### src/rtl/cdt_pkg.sv
package cdt_pkg;
  localparam int CPU_SEL_W = 3;
  localparam int CPU_CNT_W = (1 << CPU_SEL_W) - 1;
  localparam int SRC_SEL_W = 2;
  localparam int NUM_SRC   = 1 << SRC_SEL_W;

  typedef enum logic [SRC_SEL_W-1:0] {
    SRC_SYS = 2'd0,
    SRC_VD1 = 2'd1,
    SRC_VD2 = 2'd2,
    SRC_DBL = 2'd3
  } src_e;

  // Terminal count for the processor-rate strobe: 2^sel - 1
  function automatic logic [CPU_CNT_W-1:0] cpu_ratio_m1(input logic [CPU_SEL_W-1:0] sel);
    logic [CPU_CNT_W:0] p;
    p = {{CPU_CNT_W{1'b0}}, 1'b1} << sel;
    p = p - {{CPU_CNT_W{1'b0}}, 1'b1};
    return p[CPU_CNT_W-1:0];
  endfunction
endpackage

### src/rtl/cdt_div_cell.sv
module cdt_div_cell #(
  parameter int W = 4
) (
  input  logic         clk,
  input  logic         rst,
  input  logic         en_i,
  input  logic [W-1:0] ratio_m1_i,
  output logic         tc_o,
  output logic         pulse_o
);
  logic [W-1:0] cnt_q;
  logic [W-1:0] act_q;
  logic         at_end;

  assign at_end = (cnt_q == act_q);
  assign tc_o   = en_i & at_end;

  always_ff @(posedge clk) begin
    if (rst) begin
      cnt_q   <= '0;
      act_q   <= ratio_m1_i;
      pulse_o <= 1'b0;
    end else begin
      pulse_o <= tc_o;
      if (tc_o) begin
        cnt_q <= '0;
        act_q <= ratio_m1_i;
      end else if (en_i) begin
        cnt_q <= cnt_q + W'(1);
      end
    end
  end

  AST_PULSE_QUALIFIED: assert property (@(posedge clk) disable iff (rst) pulse_o |-> $past(en_i));
  AST_CNT_BOUNDED: assert property (@(posedge clk) disable iff (rst) cnt_q <= act_q);
  AST_RATIO_HELD: assert property (@(posedge clk) disable iff (rst) !tc_o |=> $stable(act_q));
  AST_RELOAD_ZERO: assert property (@(posedge clk) disable iff (rst) tc_o |=> (cnt_q == '0));
endmodule

### src/rtl/cdt_cpu_div.sv
module cdt_cpu_div
  import cdt_pkg::*;
(
  input  logic                 clk,
  input  logic                 rst,
  input  logic [CPU_SEL_W-1:0] sel_i,
  output logic                 en_o
);
  logic [CPU_CNT_W-1:0] ratio_m1;
  logic                 cpu_tc;

  assign ratio_m1 = cpu_ratio_m1(sel_i);

  cdt_div_cell #(.W(CPU_CNT_W)) u_cell (
    .clk        (clk),
    .rst        (rst),
    .en_i       (1'b1),
    .ratio_m1_i (ratio_m1),
    .tc_o       (cpu_tc),
    .pulse_o    (en_o)
  );

  AST_CPU_TC_TO_STROBE: assert property (@(posedge clk) disable iff (rst) cpu_tc |=> en_o);
endmodule

### src/rtl/cdt_var_div3.sv
module cdt_var_div3
  import cdt_pkg::*;
#(
  parameter int W = 8
) (
  input  logic                 clk,
  input  logic                 rst,
  input  logic [NUM_SRC-1:0]   src_vec_i,
  input  logic [SRC_SEL_W-1:0] src_sel_i,
  input  logic [W-1:0]         ratio_m1_i,
  output logic                 en_o
);
  logic [SRC_SEL_W-1:0] act_src_q;
  logic                 sel_en;
  logic                 vd3_tc;

  assign sel_en = src_vec_i[act_src_q];

  always_ff @(posedge clk) begin
    if (rst)         act_src_q <= src_sel_i;
    else if (vd3_tc) act_src_q <= src_sel_i;
  end

  cdt_div_cell #(.W(W)) u_cell (
    .clk        (clk),
    .rst        (rst),
    .en_i       (sel_en),
    .ratio_m1_i (ratio_m1_i),
    .tc_o       (vd3_tc),
    .pulse_o    (en_o)
  );

  AST_SRC_HELD: assert property (@(posedge clk) disable iff (rst) !vd3_tc |=> $stable(act_src_q));
  AST_SRC_QUALIFIED: assert property (@(posedge clk) disable iff (rst) en_o |-> $past(src_vec_i[act_src_q]));
endmodule

### src/rtl/cdt_clock_tree.sv
module cdt_clock_tree
  import cdt_pkg::*;
#(
  parameter int VD1_W = 4,
  parameter int VD2_W = 4,
  parameter int VD3_W = 8
) (
  input  logic                 clk,
  input  logic                 rst,
  input  logic                 dbl_en_i,
  input  logic [CPU_SEL_W-1:0] cpu_sel_i,
  input  logic [VD1_W-1:0]     vd1_m1_i,
  input  logic [VD2_W-1:0]     vd2_m1_i,
  input  logic [VD3_W-1:0]     vd3_m1_i,
  input  logic [SRC_SEL_W-1:0] vd3_src_i,
  output logic                 cpu_en_o,
  output logic                 vd1_en_o,
  output logic                 vd2_en_o,
  output logic                 vd3_en_o
);
  logic               vd1_tc;
  logic               vd2_tc;
  logic [NUM_SRC-1:0] src_vec;

  always_comb begin
    src_vec          = '0;
    src_vec[SRC_SYS] = 1'b1;
    src_vec[SRC_VD1] = vd1_en_o;
    src_vec[SRC_VD2] = vd2_en_o;
    src_vec[SRC_DBL] = dbl_en_i;
  end

  cdt_cpu_div u_cpu (
    .clk   (clk),
    .rst   (rst),
    .sel_i (cpu_sel_i),
    .en_o  (cpu_en_o)
  );

  cdt_div_cell #(.W(VD1_W)) u_vd1 (
    .clk        (clk),
    .rst        (rst),
    .en_i       (1'b1),
    .ratio_m1_i (vd1_m1_i),
    .tc_o       (vd1_tc),
    .pulse_o    (vd1_en_o)
  );

  cdt_div_cell #(.W(VD2_W)) u_vd2 (
    .clk        (clk),
    .rst        (rst),
    .en_i       (vd1_en_o),
    .ratio_m1_i (vd2_m1_i),
    .tc_o       (vd2_tc),
    .pulse_o    (vd2_en_o)
  );

  cdt_var_div3 #(.W(VD3_W)) u_vd3 (
    .clk        (clk),
    .rst        (rst),
    .src_vec_i  (src_vec),
    .src_sel_i  (vd3_src_i),
    .ratio_m1_i (vd3_m1_i),
    .en_o       (vd3_en_o)
  );

  AST_VD1_TC_TO_STROBE: assert property (@(posedge clk) disable iff (rst) vd1_tc |=> vd1_en_o);
  AST_VD2_CHAIN: assert property (@(posedge clk) disable iff (rst) vd2_en_o |-> $past(vd1_en_o));
  AST_VD2_TC_TO_STROBE: assert property (@(posedge clk) disable iff (rst) vd2_tc |=> vd2_en_o);
  AST_RESET_QUIET: assert property (@(posedge clk) $past(rst) |-> !(cpu_en_o | vd1_en_o | vd2_en_o | vd3_en_o));
endmodule

### config.mk
export PLATFORM = sky130hd
export DESIGN_NAME = cdt_clock_tree
export DESIGN_NICKNAME = d
export VERILOG_FILES = /design/src/rtl/cdt_pkg.sv /design/src/rtl/cdt_div_cell.sv /design/src/rtl/cdt_cpu_div.sv /design/src/rtl/cdt_var_div3.sv /design/src/rtl/cdt_clock_tree.sv
export SDC_FILE = /design/constraint.sdc
export NUM_CORES = 1
export LEC_CHECK = 0
export CORE_UTILIZATION = 45
export DETAILED_ROUTE_END_ITERATION = 8
export GPL_TIMING_DRIVEN = 0
export MAX_ROUTING_LAYER = met4
export PLACE_DENSITY = 0.7
export REMOVE_ABC_BUFFERS = 1
export SLEW_MARGIN = 40
export SYNTH_ARGS = -nofsm -noshare
export SYNTH_HDL_FRONTEND = slang
export SYNTH_SLANG_ARGS = --single-unit
### constraint.sdc
create_clock -name clk -period 1.7 [get_ports clk]
set_input_delay 0.34 -clock clk [delete_from_list [all_inputs] [get_ports clk]]
set_output_delay 0.34 -clock clk [all_outputs]
set_load 0.02 [all_outputs]
==> impl_metrics.json, run 1 <==
{
  "area_delta_synth_final_pct": 23.99,
  "setup_viol_count_final": 0,
  "power_leakage_nw": 0.9700,
  "synth_top_family_by_area": "XOR/XNOR gates",
  "cts_buffers": 5,
  "path_clk_slew_ns": 0.09,
  "io_pins": 28,
  "dp_hpwl_microns": 2606,
  "synthMuxAreaShare_pct": 1.117,
  "cts_tree": "done",
  "critPathMaxStageDelay_ns": 0.53,
  "violations": "design-rule violations",
  "p_per_area_nw_per_um2": 940.7,
  "antenna_found_initial": 0,
  "cts.htree.levels": 2,
  "outcome": "finished with violations",
  "drc": 4,
  "firstDrtPassIters": 6,
  "max_freq_mhz": 600.3,
  "insertedDiodeCount": 0,
  "grt_pass1_vias": 1313,
  "syn_area_sq_um": 2128,
  "period_minus_slack_ns": 1.666,
  "grt_pass1_wl_microns": 6051,
  "crit_path_end_kind": "flop",
  "cp_data_required_time_ns": 1.94,
  "worst_pin_slew_ns": 0.5233,
  "root_buffer": "clkbuf_8",
  "grt_usage_pct": 16.21,
  "r2r_start": "u_vd3.act_src_q[1]$_DFFE_PP_",
  "numClockSinks": 52,
  "synthesis.instances": 177,
  "worstPathMaxFanout": 6,
  "core_sq_um": 4444,
  "fin_worst_hold_slack_ns": 0.4920,
  "final_nets": 239,
  "portBuffers": 27,
  "critPathBufInv": 0,
  "clock_latency_ns": 0.30,
  "grt_max_degree": 19,
  "synth.ff_latch_count": 52,
  "max-slew-margin-rel_pct": 64.21,
  "seq_area_frac_synth_pct": 60.67,
  "crit_start": "u_vd3.act_src_q[1]$_DFFE_PP_",
  "synth-simple-area-share_pct": 12.70,
  "ant_nets": 0,
  "overflow": 0,
  "num_rows": 24,
  "synth_xor_area_share_pct": 15.64,
  "num_vias": 1394,
  "synth-adder-area-share_pct": 2.352,
  "critical_path.top_delay_family": "simple AND/OR/NAND/NOR gates",
  "critPathArrivalTime_ns": 1.91,
  "startpoint_type": "flop",
  "gp_congestion": 0.7511,
  "layout_common_cells": "clkdlybuf4s50_1 (26), dfxtp_1 (26), nor2_1 (25), edfxtp_1 (25), xor2_1 (20)",
  "synth_top_area_share_pct": 35.27,
  "ir_worst_vdd_mv": 0.4457,
  "dr.first_iter.drc_count": 98,
  "synth_compound_area_share_pct": 5.467,
  "synthTopCellsByArea": "edfxtp_1 (35%), dfxtp_1 (25%), xor2_1 (8.2%)",
  "start_util_pct": 47.89,
  "ys_types": 32,
  "finalWirelength_microns": 3770,
  "finClkSkew_ns": 0.009005,
  "die_h_microns": 70.77,
  "cp_cell_sequence": "mux2i_2, a21o_1, or4_1, a21oi_1",
  "drive_above_1_share_pct": 11.32,
  "maxCapViolCount": 0,
  "worst-setup-path-type": "reg2reg",
  "min_period_over_period_pct": 98.00,
  "min-delay-start": "u_cpu.u_cell.cnt_q[0]$_SDFF_PP0_",
  "post_drt_wl_per_cell_microns": 14.28,
  "slowest_stage": "or4_1",
  "reg2reg_depth": 4,
  "hold_depth": 1,
  "die_x_microns": 70.77,
  "worstSetupPathDepth": 4,
  "finalHoldViolations": 0,
  "min_path_type": "reg2reg",
  "maxSlewViolCount": 0,
  "syn-mean-instance-area_sq_um": 12.02,
  "fin_util_pct": 59.38,
  "cts.path.max_buffers": 2,
  "yosys_warnings": 0,
  "die-area_sq_um": 5008,
  "synth_top_area_cell": "edfxtp_1",
  "vias_per_cell": 5.280
}
[repair_timing]
item,CTS,global route
pin swaps,0,1
gates cloned,0,2
buffers inserted,0,4
hold buffers,0,0
hold endpoints to repair,0,0
gates resized for setup,7,4
endpoints found under the setup margin,33,18
[final cells by class]
| cell class | count | area [sq um] |
|---|---|---|
| fillers | 349 | 1805 |
| multi-input cells | 118 | 863.3 |
| repair buffers | 31 | 299.0 |
| flip-flops and latches | 52 | 1292 |
| clock inverters | 2 | 35.03 |
| well taps | 52 | 65.06 |
| clock buffers | 6 | 72.57 |
| inverters | 3 | 11.26 |
[worst register-to-register path, cell delays in order (launching register included)]
cell	delay, ns
edfxtp_1	0.42
mux2i_2	0.23
a21o_1	0.27
or4_1	0.53
a21oi_1	0.16
[path summary, 6_finish.rpt]
| path | end | slack, ns |
|---|---|---|
| worst max-delay path | u_vd3.u_cell.cnt_q[6]$_SDFFE_PP0P_ | 0.03 |
| worst min-delay path | u_cpu.u_cell.cnt_q[0]$_SDFF_PP0_ | 0.49 |
| worst max register to register | u_vd3.u_cell.cnt_q[6]$_SDFFE_PP0P_ | 0.03 |
| worst min register to register | u_cpu.u_cell.cnt_q[0]$_SDFF_PP0_ | 0.49 |
[per-layer routing]
layer  up-vias  share of wire, %  GRT usage, %
met5         -                 0             -
met4         0               1.8         7.333
met3         7               4.0         3.846
met2        28                53         27.46
met1       668                41         18.21
li1        691                 -             -
[synthesized netlist by cell type]
master and number:
nand4_1 4, a211oi_1 3, a21oi_1 4, edfxtp_1 25, ha_1 4, o21a_1 1
o31ai_1 2, clkbuf_1 3, nor3_1 1, dfxtp_1 27, nor2_1 25, a2111oi_0 1
buf_2 2, buf_6 1, nand2_1 6, xor2_1 20, nor3b_2 1, nand3_1 8
or4_1 2, mux2i_2 1, and3_1 2, a41o_1 1, a21o_1 2, nor4_1 3
xnor2_1 18, or2_2 1, a31o_2 2, inv_1 3, and2_1 1, mux2i_1 1
or3_1 1, nand2b_1 1
[registers in the layout, summed over array words and instances, names as in the netlist]
name and count:
u_vd3.u_cell.act_q 8, u_vd3.u_cell.cnt_q 8, u_cpu.u_cell.act_q 7, u_cpu.u_cell.cnt_q 7, u_vd1.act_q 4, u_vd1.cnt_q 4
u_vd2.act_q 4, u_vd2.cnt_q 4, u_vd3.act_src_q 2, u_cpu.u_cell.pulse_o 1, u_vd1.pulse_o 1, u_vd2.pulse_o 1
u_vd3.u_cell.pulse_o 1
[power breakdown]
part | switching [mW] | internal (mW) | leakage [nW]
clock network | 0.381 | 0.437 | 0.0552
logic | 0.110 | 0.128 | 0.451
registers | 0.0481 | 1.38 | 0.464
[kinds of logic after synthesis]
kind of cell,after synthesis
and+or+nand+nor,56
DFF,52
xor gates and xnor gates,38
AOI/OAI and AO/OA,16
buffers and inverters,9
adders and majority gates,4
muxes,2
[metrics by stage]
stage / instances / instance area (sq um) / TNS, ns / total power [mW] / setup WS [ns]
2_1_floorplan: 171 / 2096 / -0.6704 / 1.563 / -0.06704
3_3_place_gp: 250 / 2431 / -7.474 / 1.648 / -0.4177
3_5_place_dp: 250 / 2431 / -8.736 / 1.659 / -0.4431
4_1_cts: 258 / 2565 / 0 / 2.482 / 0.0005973
5_1_grt: 264 / 2639 / -0.01313 / 2.579 / -0.01313
6_report: 264 / 2639 / 0 / 2.482 / 0.03404
Note: power is estimated with default switching activity, not from simulation.
==> run 2, diff against run 1 <==
- CORE_ASPECT_RATIO: unset -> 2
==> run 2 against run 1 <==
The run now ends clean; via count rose by 2.7%; die area is 0.34% higher; critical path depth is the same; worst setup slack got worse by 0.013 ns; hold slack improved by 0.010 ns; clock power down 14%; first-iteration DRC count is 57% lower; register-to-register slack is essentially flat; cell count grew 1.1%; cell area shrank 0.19%; clock-buffer cell count grew 2; utilization down 1.5 points; critical path type unchanged; critical endpoint is now u_vd3.u_cell.cnt_q[7]$_SDFFE_PP0P_; largest power group unchanged.
==> impl_metrics.json, run 2 (synthesized netlist as in run 1, its figures left out) <==
{
  "fin_util_pct": 57.83,
  "hold_buffers": 0,
  "gp_congestion": 0.7906,
  "reg2reg_depth": 4,
  "portBuffers": 27,
  "io_pins": 28,
  "post_drt_wl_per_cell_microns": 15.07,
  "core_sq_um": 4554,
  "overflow": 0,
  "root_buffer": "clkbuf_8",
  "grt_setup_unrepaired": "true",
  "critPathMaxStageDelay_ns": 0.51,
  "period_minus_slack_ns": 1.679,
  "area_delta_synth_final_pct": 23.75,
  "multi_input_area_sq_um": 869.6,
  "setup_tns_ns": 0,
  "dpl_cell_area_sq_um": 2435,
  "grt_usage_pct": 17.48,
  "finalWirelength_microns": 4025,
  "grt_max_degree": 19,
  "fill_cells": 379,
  "finClkSkew_ns": 0.004749,
  "maxSlewViolCount": 0,
  "num_rows": 35,
  "p_int_mw": 1.837,
  "drc": 0,
  "ant_nets": 0,
  "slowest_stage": "or4_1",
  "finalHoldViolations": 0,
  "die_x_microns": 50.63,
  "numClockSinks": 52,
  "p_per_area_nw_per_um2": 900.4,
  "firstDrtPassIters": 4,
  "fin_worst_hold_slack_ns": 0.5023,
  "outcome": "finished, final reports clean",
  "layout_common_cells": "dfxtp_1 (26), nor2_1 (25), clkdlybuf4s50_1 (25), edfxtp_1 (25), xor2_1 (20)",
  "cts_tree": "done",
  "pwr-share-clk_pct": 29.8,
  "startpoint_type": "flop",
  "drive_above_1_share_pct": 10.38,
  "cts.htree.levels": 2,
  "cts_buffers": 5,
  "p_seq_share_pct": 60.2,
  "min_period_over_period_pct": 98.74,
  "insertedDiodeCount": 0,
  "crit_path_end_kind": "flop",
  "whs_endpoint": "u_vd1.cnt_q[0]$_SDFF_PP0_",
  "worstPathMaxFanout": 6,
  "reg2reg_to": "u_vd3.u_cell.cnt_q[7]$_SDFFE_PP0P_",
  "dr.first_iter.drc_count": 42,
  "regArea_sq_um": 1292,
  "worst_slack_ns": 0.02148,
  "dp_hpwl_microns": 2837,
  "cp_data_required_time_ns": 1.92,
  "die_h_microns": 99.26,
  "worst-setup-path-type": "reg2reg",
  "start_util_pct": 46.73,
  "hold_depth": 1,
  "finish.instance_area_sq_um": 2634,
  "antenna_found_initial": 0,
  "max-slew-margin-rel_pct": 70.25,
  "grt_pass1_vias": 1433,
  "cts.path.max_buffers": 2,
  "min_path_type": "reg2reg",
  "power_leakage_nw": 0.9812,
  "comb_power_share_pct": 10.0,
  "num_vias": 1431,
  "max_freq_mhz": 595.8,
  "worst_pin_slew_ns": 0.4448,
  "reg_top3": "u_vd3.u_cell.act_q x8, u_vd3.u_cell.cnt_q x8",
  "p_switching_mw": 0.5345,
  "final_common_cell": "dfxtp_1",
  "r2r_start": "u_vd3.act_src_q[1]$_DFFE_PP_",
  "critPathArrivalTime_ns": 1.90,
  "cp_cell_sequence": "mux2i_2, a21o_1, or4_1, a21oi_1",
  "final_nets": 239,
  "die-area_sq_um": 5025,
  "reg2reg_slack_ns": 0.02,
  "clock_latency_ns": 0.30,
  "maxCapViolCount": 0,
  "setup_viol_count_final": 0,
  "switching_share_pct": 22.54,
  "grt_pass1_wl_microns": 6168,
  "vias_per_cell": 5.360,
  "preCtsSetupSlack_ns": -0.5088,
  "path_clk_slew_ns": 0.09,
  "min-delay-start": "u_vd1.cnt_q[0]$_SDFF_PP0_",
  "ir_worst_vdd_mv": 0.5303
}
-- run 2: area by class of cell --
class,count,area share [%]
Tap cell,55,2.613
Timing Repair Buffer,31,11.45
Multi-Input combinational cell,118,33.02
Sequential cell,52,49.07
Inverter,3,0.4276
Clock buffer,8,3.420
-- run 2: worst max-delay path: cells and delay by family, from the launching register on --
family	cells	cell delay, ns
and+or+nand+nor	1	0.51
AOI/OAI and AO/OA	2	0.42
muxes	1	0.23
DFF	1	0.43
-- run 2: layer usage --
layer / vias up / global-route usage, % / wire length [microns]
li1: 690 / - / -
met1: 687 / 15.26 / 1365
met2: 43 / 31.69 / 2344
met3: 11 / 3.976 / 154
met4: 0 / 11.54 / 161
met5: - / - / 0
-- run 2: power groups by stage --
stage	sequential, mW	combinational, mW	clock (mW)
3_5_place_dp	1.46	0.204	0
3_3_place_gp	1.45	0.196	0
5_1_grt	1.44	0.263	0.776
4_1_cts	1.43	0.213	0.730
6_report	1.43	0.238	0.706
2_1_floorplan	1.44	0.118	0
-- run 2: worst max path at each step --
stage                                    start                                  to  slack [ns]  depth (start not counted)
6_report          u_vd3.act_src_q[1]$_DFFE_PP_  u_vd3.u_cell.cnt_q[7]$_SDFFE_PP0P_        0.02                          4
5_1_grt        u_cpu.u_cell.act_q[5]$_DFFE_PP_     u_cpu.u_cell.act_q[2]$_DFFE_PP_       -0.02                          3
4_1_cts           u_vd3.act_src_q[1]$_DFFE_PP_  u_vd3.u_cell.cnt_q[7]$_SDFFE_PP0P_        0.01                          4
3_5_place_dp                          dbl_en_i        u_vd3.act_src_q[1]$_DFFE_PP_       -0.51                          4
3_3_place_gp                          dbl_en_i        u_vd3.act_src_q[1]$_DFFE_PP_       -0.47                          4
2_1_floorplan         u_vd1.pulse_o$_SDFF_PP0_        u_vd3.act_src_q[0]$_DFFE_PP_       -0.07                          3
-- run 2: per-stage QoR --
| stage | total power [mW] | cells |
|---|---|---|
| final | 2.371 | 267 |
| after CTS | 2.370 | 261 |
| after floorplan | 1.563 | 171 |
| after global placement | 1.648 | 253 |
| after global routing | 2.474 | 267 |
| after detailed placement | 1.661 | 253 |
-- run 2: what timing repair did --
item,CTS,global route
setup endpoints to repair,32,25
cloned,0,2
buffers inserted,0,4
gates resized for setup,7,6
pin swaps,0,4
==> run 3, diff against run 2 <==
- CAP_MARGIN: unset -> 20
==> results of run 3 <==
No change in the layout: final DEF, timing and power equal those of run 2.
